### src/rtl/dmaag_pkg.sv
// Shared encodings for the DMA address generator.
// Assumes 2-bit step and reload fields on the top-level ports.
package dmaag_pkg;
    typedef enum logic [1:0] {
        STEP_HOLD  = 2'd0,
        STEP_UP    = 2'd1,
        STEP_DOWN  = 2'd2,
        STEP_HOLD2 = 2'd3
    } step_mode_e;

    typedef enum logic [1:0] {
        RL_NEVER = 2'd0,
        RL_BURST = 2'd1,
        RL_BLOCK = 2'd2,
        RL_XFER  = 2'd3
    } reload_mode_e;

    localparam int NUM_SIDES = 2;
endpackage

### src/rtl/dmaag_reload_sel.sv
// Decides whether a boundary strobe triggers a reload for one side.
// Wider boundaries imply the narrower ones: a block end is also a burst
// end, and a transaction end is also a block and burst end.
module dmaag_reload_sel
    import dmaag_pkg::*;
(
    input  logic [1:0] reload_sel,
    input  logic       burst_end,
    input  logic       block_end,
    input  logic       xfer_end,
    output logic       reload_hit
);
    logic at_burst;
    logic at_block;

    // Purpose: combine strobes by boundary nesting and pick by reload code.
    always_comb begin
        at_block = block_end | xfer_end;
        at_burst = burst_end | at_block;
        unique case (reload_mode_e'(reload_sel))
            RL_BURST: reload_hit = at_burst;
            RL_BLOCK: reload_hit = at_block;
            RL_XFER:  reload_hit = xfer_end;
            default:  reload_hit = 1'b0;
        endcase
    end
endmodule

### src/rtl/dmaag_pointer.sv
// Saved start address plus working pointer for one side.
// Priority: start load > reload > step. Arithmetic wraps modulo 2^AW.
module dmaag_pointer
    import dmaag_pkg::*;
#(
    parameter int AW = 16
) (
    input  logic          clk,
    input  logic          rst_n,
    input  logic          load,
    input  logic [AW-1:0] start,
    input  logic [1:0]    step,
    input  logic          reload,
    input  logic          advance,
    output logic [AW-1:0] addr
);
    localparam logic [AW-1:0] ONE = AW'(1);

    logic [AW-1:0] saved_q;
    logic [AW-1:0] ptr_q;
    logic [AW-1:0] stepped;
    logic [AW-1:0] ptr_d;

    // Purpose: apply the step mode to the current pointer.
    always_comb begin
        unique case (step_mode_e'(step))
            STEP_UP:   stepped = ptr_q + ONE;
            STEP_DOWN: stepped = ptr_q - ONE;
            default:   stepped = ptr_q;
        endcase
    end

    // Purpose: choose the next pointer by priority.
    always_comb begin
        if (load)         ptr_d = start;
        else if (reload)  ptr_d = saved_q;
        else if (advance) ptr_d = stepped;
        else              ptr_d = ptr_q;
    end

    // Purpose: hold the saved start address.
    always_ff @(posedge clk) begin
        if (!rst_n)    saved_q <= '0;
        else if (load) saved_q <= start;
    end

    // Purpose: hold the working pointer.
    always_ff @(posedge clk) begin
        if (!rst_n) ptr_q <= '0;
        else        ptr_q <= ptr_d;
    end

    assign addr = ptr_q;
endmodule

### src/rtl/dmaag_side.sv
// One address side: reload decision feeding a pointer register pair.
// The caller gates the load strobe with channel idle.
module dmaag_side #(
    parameter int AW = 16
) (
    input  logic          clk,
    input  logic          rst_n,
    input  logic          load,
    input  logic [AW-1:0] start,
    input  logic [1:0]    step,
    input  logic [1:0]    reload_sel,
    input  logic          advance,
    input  logic          burst_end,
    input  logic          block_end,
    input  logic          xfer_end,
    output logic [AW-1:0] addr
);
    logic hit;

    dmaag_reload_sel u_sel (
        .reload_sel (reload_sel),
        .burst_end  (burst_end),
        .block_end  (block_end),
        .xfer_end   (xfer_end),
        .reload_hit (hit)
    );

    dmaag_pointer #(.AW(AW)) u_ptr (
        .clk     (clk),
        .rst_n   (rst_n),
        .load    (load),
        .start   (start),
        .step    (step),
        .reload  (hit),
        .advance (advance),
        .addr    (addr)
    );
endmodule

### src/rtl/dma_addr_gen.sv
// DMA channel address generator: independent source and destination
// pointers with per-side step mode and reload point.
// Assumes the sequencer raises boundary strobes together with the
// advance of the last byte, or on their own cycle.
module dma_addr_gen
    import dmaag_pkg::*;
#(
    parameter int AW = 16
) (
    input  logic          clk,
    input  logic          rst_n,
    input  logic          busy,
    input  logic          src_wr,
    input  logic [AW-1:0] src_start,
    input  logic          dst_wr,
    input  logic [AW-1:0] dst_start,
    input  logic [1:0]    src_step,
    input  logic [1:0]    dst_step,
    input  logic [1:0]    src_reload,
    input  logic [1:0]    dst_reload,
    input  logic          advance,
    input  logic          burst_end,
    input  logic          block_end,
    input  logic          xfer_end,
    output logic [AW-1:0] src_addr,
    output logic [AW-1:0] dst_addr
);
    logic [NUM_SIDES-1:0]         wr_v;
    logic [NUM_SIDES-1:0][AW-1:0] start_v;
    logic [NUM_SIDES-1:0][1:0]    step_v;
    logic [NUM_SIDES-1:0][1:0]    rl_v;
    logic [NUM_SIDES-1:0][AW-1:0] addr_v;

    // Purpose: gather per-side controls into arrays (0 = source, 1 = destination).
    always_comb begin
        wr_v    = {dst_wr, src_wr};
        start_v = {dst_start, src_start};
        step_v  = {dst_step, src_step};
        rl_v    = {dst_reload, src_reload};
    end

    for (genvar g = 0; g < NUM_SIDES; g++) begin : g_side
        dmaag_side #(.AW(AW)) u_side (
            .clk        (clk),
            .rst_n      (rst_n),
            .load       (wr_v[g] & ~busy),
            .start      (start_v[g]),
            .step       (step_v[g]),
            .reload_sel (rl_v[g]),
            .advance    (advance),
            .burst_end  (burst_end),
            .block_end  (block_end),
            .xfer_end   (xfer_end),
            .addr       (addr_v[g])
        );
    end

    assign src_addr = addr_v[0];
    assign dst_addr = addr_v[1];
endmodule

### config.mk
export PLATFORM = sky130hd
export DESIGN_NAME = dma_addr_gen
export DESIGN_NICKNAME = d
export VERILOG_FILES = /design/src/rtl/dmaag_pkg.sv /design/src/rtl/dmaag_reload_sel.sv /design/src/rtl/dmaag_pointer.sv /design/src/rtl/dmaag_side.sv /design/src/rtl/dma_addr_gen.sv
export SDC_FILE = /design/constraint.sdc
export NUM_CORES = 1
export LEC_CHECK = 0
export CAP_MARGIN = 40
export CORE_MARGIN = 2
export CORE_UTILIZATION = 40
export DETAILED_ROUTE_END_ITERATION = 6
export DONT_BUFFER_PORTS = 1
export HOLD_SLACK_MARGIN = 0.08
export PLACE_DENSITY = 0.53
export REMOVE_ABC_BUFFERS = 1
export SYNTH_ARGS = -nofsm -noshare
export SYNTH_HDL_FRONTEND = slang
export SYNTH_SLANG_ARGS = --single-unit
### constraint.sdc
create_clock -name clk -period 7.65 [get_ports clk]
set_input_delay 0 -clock clk [delete_from_list [all_inputs] [get_ports clk]]
set_output_delay 0 -clock clk [all_outputs]
set_load 0.05 [all_outputs]
==> run summary, run 1 <==
Worst-path fanout max = 9
Largest net degree at the start of global routing = 49
CTS tree = built
Setup crit end kind = flip-flop
Asr flop ratio synth = 0
Tot Pwr = 1.18 mW
Number of gates resized after cts = 0
CTS H-Tree Depth = 3
First-pass GRT wire length = 24.9 mm
Fin nets = 774
Commonest cells after routing, fill and taps aside = nand2_1 (122), dfxtp_1 (64), a21oi_1 (60), o21ai_0 (53), nor2_1 (51)
# port buffers = 0
Register-to-Register Path Depth = 10
Grt ovf = 0
Number of library cell types mapped by synthesis = 81
Initial Util = 0.405
Storage cell area = 0.00128 mm^2
Wirelength per Cell = 17.4 um
Crit Path Class = reg2reg
Die Y-Extent = 117 um
Type of the most critical hold path = in2reg
Final period utilization = 0.458
Die width = 117 um
Status = finished clean
Area grow syn2layout = 16.8%
Drt total wl = 15.6 mm
Power per cell area = 199 mW/mm^2
Maximum Capacitance Violations = 0
Mapped Cells = 715
Boundary pin count = 81
Leakage power figure = 2.10 nW
Drt via density = 5.88
Worst EP required = 7.87 ns
RSZ-0062 raised after global routing = no
Clock transition at path regs = 0.06 ns
P_sw = 434 uW
ANT nets after route = 0
Max-slew headroom = 0.364
Syn avg cell area = 7.09 um^2
Gate power share = 0.264
Worst EP arrival = 3.73 ns
Layout cells sized above 1 = 0.0801
Via count = 5269
Diodes inserted = 0
Yosys top cell area share = 0.253
Fin Hold WS = 0.0968 ns
Fmax = 285 MHz
Initial antenna violation count = 0
VDD IR max = 0.103 mV
Post-synth top area cell = dfxtp_1
Min cycle time layout = 3.50 ns
Switching share of total power = 0.369
DRC viols = 0
GPL Wtd Cong = 0.837
Most common cell after layout, fill and taps aside = nand2_1
P_int = 742 uW
Vias in the first global route = 4670
Later-pin clock latency in the skew report = 0.34 ns
Core area = 0.0125 mm^2
Sequential-to-total area share from yosys stat = 0.253
Dpl hpwl = 10.5 mm
Filler cell count = 1308
Register share of total power = 0.386
Yosys reg bits = 64
Pins Over Slew Limit = 0
Gr usage total = 0.231
Die ar. = 0.0136 mm^2
CTS sink count = 64
# setup viols final = 0
Reg2Reg Setup Slack = 4.15 ns
Hold Path Depth = 4
Mapped Area = 0.00507 mm^2
Clock group share of total power = 0.349
Clk buf depth = 2
Final hold vios = 0
Final setup TNS = 0 ns
DRT Pass-1 Iters = 5
Main synth FF type = dfxtp_1
Post-synth EDFFs = 0
Yosys warning count = 0
FP Rows = 41
Startpoint types = flip-flop
Worst slew pin tran = 0.947 ns
CTS root buf = clkbuf_16
TritonCTS Buffers = 9
Initial detailed-routing violation count = 487
Area occupied by multi-input gates = 0.00348 mm^2
Synth top area cells = dfxtp_1 (25%), nand2_1 (9.0%), a21oi_1 (5.9%), o21ai_0 (5.2%), xnor2_1 (5.0%)
Final clock skew = 0.00581 ns
==> power groups by stage <==
stage               Sequential [mW]  Combinational, mW  Clock, mW
CTS                           0.454              0.308      0.417
global placement              0.481              0.245          0
detailed placement            0.461              0.282          0
global route                  0.460              0.344      0.435
floorplan                     0.466              0.195          0
finish                        0.454              0.311      0.411
==> cell usage after synthesis, types with 6 or more instances <==
cell type,instances
nand2_1,122
dfxtp_1,64
a21oi_1,60
o21ai_0,53
nor2_1,51
clkbuf_1,38
xnor2_1,29
buf_2,18
nor3_1,17
a31oi_1,15
nand3_1,15
nand2b_1,14
o211ai_1,13
nor2b_1,12
xor2_1,10
inv_1,9
o31a_1,9
mux2i_1,8
o221ai_1,8
a21o_1,6
buf_1,6
ha_1,6
or3_1,6
==> per-stage QoR <==
stage	std cells	area [um^2]	utilization	setup slack, ns
after CTS	896	5920	0.473	4.18
after floorplan	650	4800	-	4.66
after global routing	896	5920	0.473	3.88
after global placement	832	5090	0.407	4.82
after detailed placement	839	5210	0.416	4.70
final	896	5920	0.473	4.15
==> per-layer routing <==
metal / GRT usage / share of wire / vias up
met3: 0.0405 / 0.067 / 20
li1: - / - / 2602
met4: 0.0596 / 0.016 / 0
met2: 0.349 / 0.43 / 182
met1: 0.341 / 0.49 / 2465
met5: 0 / 0 / -
==> kinds of logic after synthesis <==
logic type,count (synthesis),synth area share
AO/OA/AOI/OAI,240,0.317
XOR/XNOR,39,0.0674
adder cells (fa/ha/maj),6,0.0148
buffers and inverters,75,0.0612
flip-flops,64,0.253
multiplexers,9,0.0180
AND/OR/NAND/NOR,282,0.269
==> state kept, by name (all words and copies together), names as in the netlist <==
register                     cells
g_side.u_side.u_ptr.saved_q     32
g_side.u_side.u_ptr.addr        32
==> critical path, cell delays in order, from the launching register on <==
cell and delay [ns]:
dfxtp_1 0.78, xor2_1 0.20, ha_1 0.20, a21boi_0 0.20
o22ai_1 0.16, o41ai_1 0.62, o21ai_0 0.23, nand2_1 0.12
mux2i_1 0.08, a32o_1 0.25, dlygate4sd3_1 0.55
==> area by class of cell <==
| class | count | area share |
|---|---|---|
| Tap cell | 172 | 0.0364 |
| Timing Repair Buffer | 58 | 0.104 |
| Clock buffer | 10 | 0.0387 |
| Inverter | 10 | 0.00634 |
| Multi-Input combinational cell | 576 | 0.588 |
| Sequential cell | 64 | 0.216 |
| Clock inverter | 6 | 0.0101 |
==> path summary, 6_finish.rpt <==
kind | startpoint | end
max | g_side[1].u_side.u_ptr.addr[1] | g_side[1].u_side.u_ptr.addr[14]
min | busy | g_side[0].u_side.u_ptr.saved_q[14]
max reg2reg | g_side[1].u_side.u_ptr.addr[1] | g_side[1].u_side.u_ptr.addr[14]
min reg2reg | g_side[0].u_side.u_ptr.saved_q[1] | g_side[0].u_side.u_ptr.saved_q[1]
==> what timing repair did <==
item,CTS,global route
endpoints found under the hold margin,64,0
buffers inserted,0,0
endpoints found under the setup margin,0,0
hold buffers,41,0
Power figures use the tool's default switching activity.
==> inputs of run 2 (changes only) <==
--- a/config.mk
+++ b/config.mk
@@ -5,6 +5,7 @@
 export SDC_FILE = /design/constraint.sdc
 export NUM_CORES = 1
 export LEC_CHECK = 0
+export ABC_AREA = 1
 export CAP_MARGIN = 40
 export CORE_MARGIN = 2
 export CORE_UTILIZATION = 40
==> constraint.sdc (replaced) <==
create_clock -name clk -period 3.4 [get_ports clk]
set_input_delay 0 -clock clk [delete_from_list [all_inputs] [get_ports clk]]
set_output_delay 0 -clock clk [all_outputs]
set_load 0.05 [all_outputs]
==> run 2 against run 1 <==
Effect of this change:
- non-clock buffer count fell by 13
- largest cell class unchanged
- sequential power increased by 130%
- clock-buffer cell count up 3
- final cell count increased by 12%
- cell area fell by 6.0%
- clock skew shrank 0.00064 ns
==> run summary, run 2 <==
Hold EP = g_side[1].u_side.u_ptr.saved_q[2] (was g_side[0].u_side.u_ptr.saved_q[14])
Mapped Area = 0.00479 mm^2 (was 0.00507 mm^2)
Status = finished clean (unchanged)
Leakage power figure = 2.71 nW (was 2.10 nW)
Power per cell area = 474 mW/mm^2 (was 199 mW/mm^2)
Final period utilization = 0.832
Worst EP required = 3.61 ns (was 7.87 ns)
Critical path cell sequence = inv_1 -> nor2_1 -> o21ai_0 -> nand2_1 -> inv_1 -> nand2_2 -> inv_1 -> nand2_1 -> buf_4 -> o21ai_0 -> dlygate4sd3_1 -> a21oi_1 -> dlygate4sd3_1 (was xor2_1 -> ha_1 -> a21boi_0 -> o22ai_1 -> o41ai_1 -> o21ai_0 -> nand2_1 -> mux2i_1 -> a32o_1 -> dlygate4sd3_1)
Final clock skew = 0.00517 ns (was 0.00581 ns)
Yosys top cell area share = 0.268 (was 0.253)
Core area = 0.0116 mm^2 (was 0.0125 mm^2)
Slowest stage delay, CP = 0.57 ns (was 0.78 ns)
Fmax = 354 MHz
Via count = 5169 (was 5269)
Crit Path Class = in2reg (was reg2reg)
Number of gates resized after cts = 0 (unchanged)
Initial antenna violation count = 0 (unchanged)
Clk buf depth = 2 (unchanged)
Fin nets = 910 (was 774)
Synth top area cells = dfxtp_1 (27%), nand2_1 (24%), a21oi_1 (11%), inv_1 (6.7%), o21ai_0 (5.4%) (was dfxtp_1 (25%), nand2_1 (9.0%), a21oi_1 (5.9%), o21ai_0 (5.2%), xnor2_1 (5.0%))
ANT nets after route = 0 (unchanged)
Wirelength per Cell = 14.3 um (was 17.4 um)
Die ar. = 0.0129 mm^2 (was 0.0136 mm^2)
Initial Util = 0.414 (was 0.405)
Startpoint types = input port (was flip-flop)
Sequential-to-total area share from yosys stat = 0.268 (was 0.253)
Layout cells sized above 1 = 0.0756 (was 0.0801)
Dpl hpwl = 10.2 mm (was 10.5 mm)
First-pass GRT wire length = 24.5 mm (was 24.9 mm)
RR Startpoint = g_side[0].u_side.u_ptr.addr[1] (was g_side[1].u_side.u_ptr.addr[1])
Top cells by count, synth = nand2_1 (308), a21oi_1 (102), inv_1 (86) (was nand2_1 (122), dfxtp_1 (64), a21oi_1 (60))
Worst path slowest cell = dlygate4sd3_1 (was dfxtp_1)
Die width = 113 um (was 117 um)
Initial detailed-routing violation count = 289 (was 487)
Grt ovf = 0 (unchanged)
DRC viols = 0 (unchanged)
Die Y-Extent = 113 um (was 117 um)
Final hold vios = 0 (unchanged)
Gr usage total = 0.234 (was 0.231)
Type of the most critical hold path = in2reg (unchanged)
Drt total wl = 14.4 mm (was 15.6 mm)
Worst-path fanout max = 22 (was 9)
CTS tree = built (unchanged)
Pins Over Slew Limit = 0 (unchanged)
Most common cell after layout, fill and taps aside = nand2_1 (unchanged)
Post-synth top area cell = dfxtp_1 (unchanged)
Asr flop ratio synth = 0 (unchanged)
CTS sink count = 64 (unchanged)
RSZ-0062 raised after global routing = no (unchanged)
Min cycle time layout = 2.83 ns
Mapped Cells = 827 (was 715)
DRT Pass-1 Iters = 5 (unchanged)
Commonest cells after routing, fill and taps aside = nand2_1 (308), a21oi_1 (102), inv_1 (86), dfxtp_1 (64), o21ai_0 (52) (was nand2_1 (122), dfxtp_1 (64), a21oi_1 (60), o21ai_0 (53), nor2_1 (51))
Drt via density = 5.15 (was 5.88)
Yosys warning count = 0 (unchanged)
Yosys reg bits = 64 (unchanged)
Fin Hold WS = 0.115 ns (was 0.0968 ns)
Worst slew pin tran = 0.834 ns (was 0.947 ns)
Area grow syn2layout = 16.3% (was 16.8%)
Reg2reg end = g_side[0].u_side.u_ptr.addr[10] (was g_side[1].u_side.u_ptr.addr[14])
Worst Hold Launch = dst_wr (was busy)
Reg2Reg Setup Slack = 0.64 ns (was 4.15 ns)
Final setup TNS = 0 ns (unchanged)
Max-slew headroom = 0.441 (was 0.364)
Post-synth EDFFs = 0 (unchanged)
Final worst slack = 0.571 ns (was 4.15 ns)
Most frequent cell after synthesis = nand2_1 (unchanged)
Register-to-Register Path Depth = 14 (was 10)
# port buffers = 0 (unchanged)
Hold Path Depth = 4 (unchanged)
Vias in the first global route = 5169 (was 4670)
Clock transition at path regs = 0.05 ns (was 0.06 ns)
Setup crit end kind = flip-flop (unchanged)
VDD IR max = 0.333 mV (was 0.103 mV)
Boundary pin count = 81 (unchanged)
Main synth FF type = dfxtp_1 (unchanged)
Later-pin clock latency in the skew report = 0.33 ns (was 0.34 ns)
FP Rows = 39 (was 41)
Diodes inserted = 0 (unchanged)
Number of library cell types mapped by synthesis = 28 (was 81)
Largest net degree at the start of global routing = 33 (was 49)
Maximum Capacitance Violations = 0 (unchanged)
Syn avg cell area = 5.79 um^2 (was 7.09 um^2)
# setup viols final = 0 (unchanged)
CTS root buf = clkbuf_16 (unchanged)
GPL Wtd Cong = 0.907 (was 0.837)
CTS H-Tree Depth = 3 (unchanged)
Critical Path Most Common Cell = inv_1
TritonCTS Buffers = 9 (unchanged)
Setup Slack @ Placement = 1.11 ns (was 4.70 ns)
Worst EP arrival = 3.04 ns (was 3.73 ns)
[run 2: cell types whose count changed in the layout (fill, tap and decap cells not counted), sizes merged, moves of 14 or more]
cell and delta:
nand2 +198, nor2 +18, nand3 +36, inv +82, nor3 -18, nand2b -14, xnor2 -25, a21oi +39
[run 2: worst max path at each step]
stage               slack [ns]         from                              end
floorplan                 1.30  dst_step[0]   g_side[1].u_side.u_ptr.addr[8]
global placement          1.17         busy   g_side[0].u_side.u_ptr.addr[2]
detailed placement        1.11         busy   g_side[0].u_side.u_ptr.addr[2]
CTS                       0.55    block_end  g_side[0].u_side.u_ptr.addr[10]
global route              0.29    block_end  g_side[0].u_side.u_ptr.addr[10]
finish                    0.57    block_end  g_side[0].u_side.u_ptr.addr[10]
[run 2: critical path, delay by kind of cell]
kind / cells / cell delay (ns)
and+or+nand+nor: 4 / 0.68
AOI/OAI and AO/OA: 3 / 0.32
buffers and inverters: 6 / 2.03
[run 2: what timing repair did]
item | 4_1_cts | 5_1_grt
setup buffers | 0 | 0
endpoints found under the hold margin | 64 | 0
hold buffers | 37 | 0
[run 2: layer usage]
| layer | global-route usage | part of all wire | routed length (um) |
|---|---|---|---|
| met4 | 0.0797 | 0.018 | 256 |
| met1 | 0.280 | 0.43 | 6240 |
| met2 | 0.422 | 0.50 | 7170 |
| met5 | 0 | 0 | 0 |
| met3 | 0.0430 | 0.049 | 698 |
[run 2: per-stage QoR]
step / total power, mW / cell area (um^2) / utilization / std cells
3_3_place_gp: 1.65 / 4860 / 0.420 / 949
3_5_place_dp: 1.66 / 4890 / 0.422 / 950
2_1_floorplan: 1.50 / 4630 / - / 799
6_report: 2.64 / 5570 / 0.481 / 1003
5_1_grt: 2.80 / 5570 / 0.481 / 1003
4_1_cts: 2.66 / 5570 / 0.481 / 1003
[run 2: kinds of logic (layout without fill, tap and decap cells)]
| group | count (synthesis) | after routing | synth area share |
|---|---|---|---|
| simple gates | 451 | 451 | 0.399 |
| compound gates | 170 | 170 | 0.184 |
| buf+inv | 123 | 156 | 0.108 |
| flops | 64 | 64 | 0.268 |
| xor+xnor | 13 | 13 | 0.0253 |
| fa+ha+maj | 6 | 6 | 0.0157 |
[run 2: power by group]
part,internal (mW),leakage (nW),switching (mW),total (mW)
Sequential,0.815,0.528,0.239,1.05
Clock,0.605,0.150,0.329,0.934
Combinational,0.238,2.04,0.411,0.649
[run 2: final cells by class]
cell class,count,area (um^2)
clock inverters,3,40.0
repair buffers,45,460
inverters,95,357
fillers,1269,6000
clock buffers,13,260
multi-input cells,640,2990
well taps,143,179
flip-flops and latches,64,1280
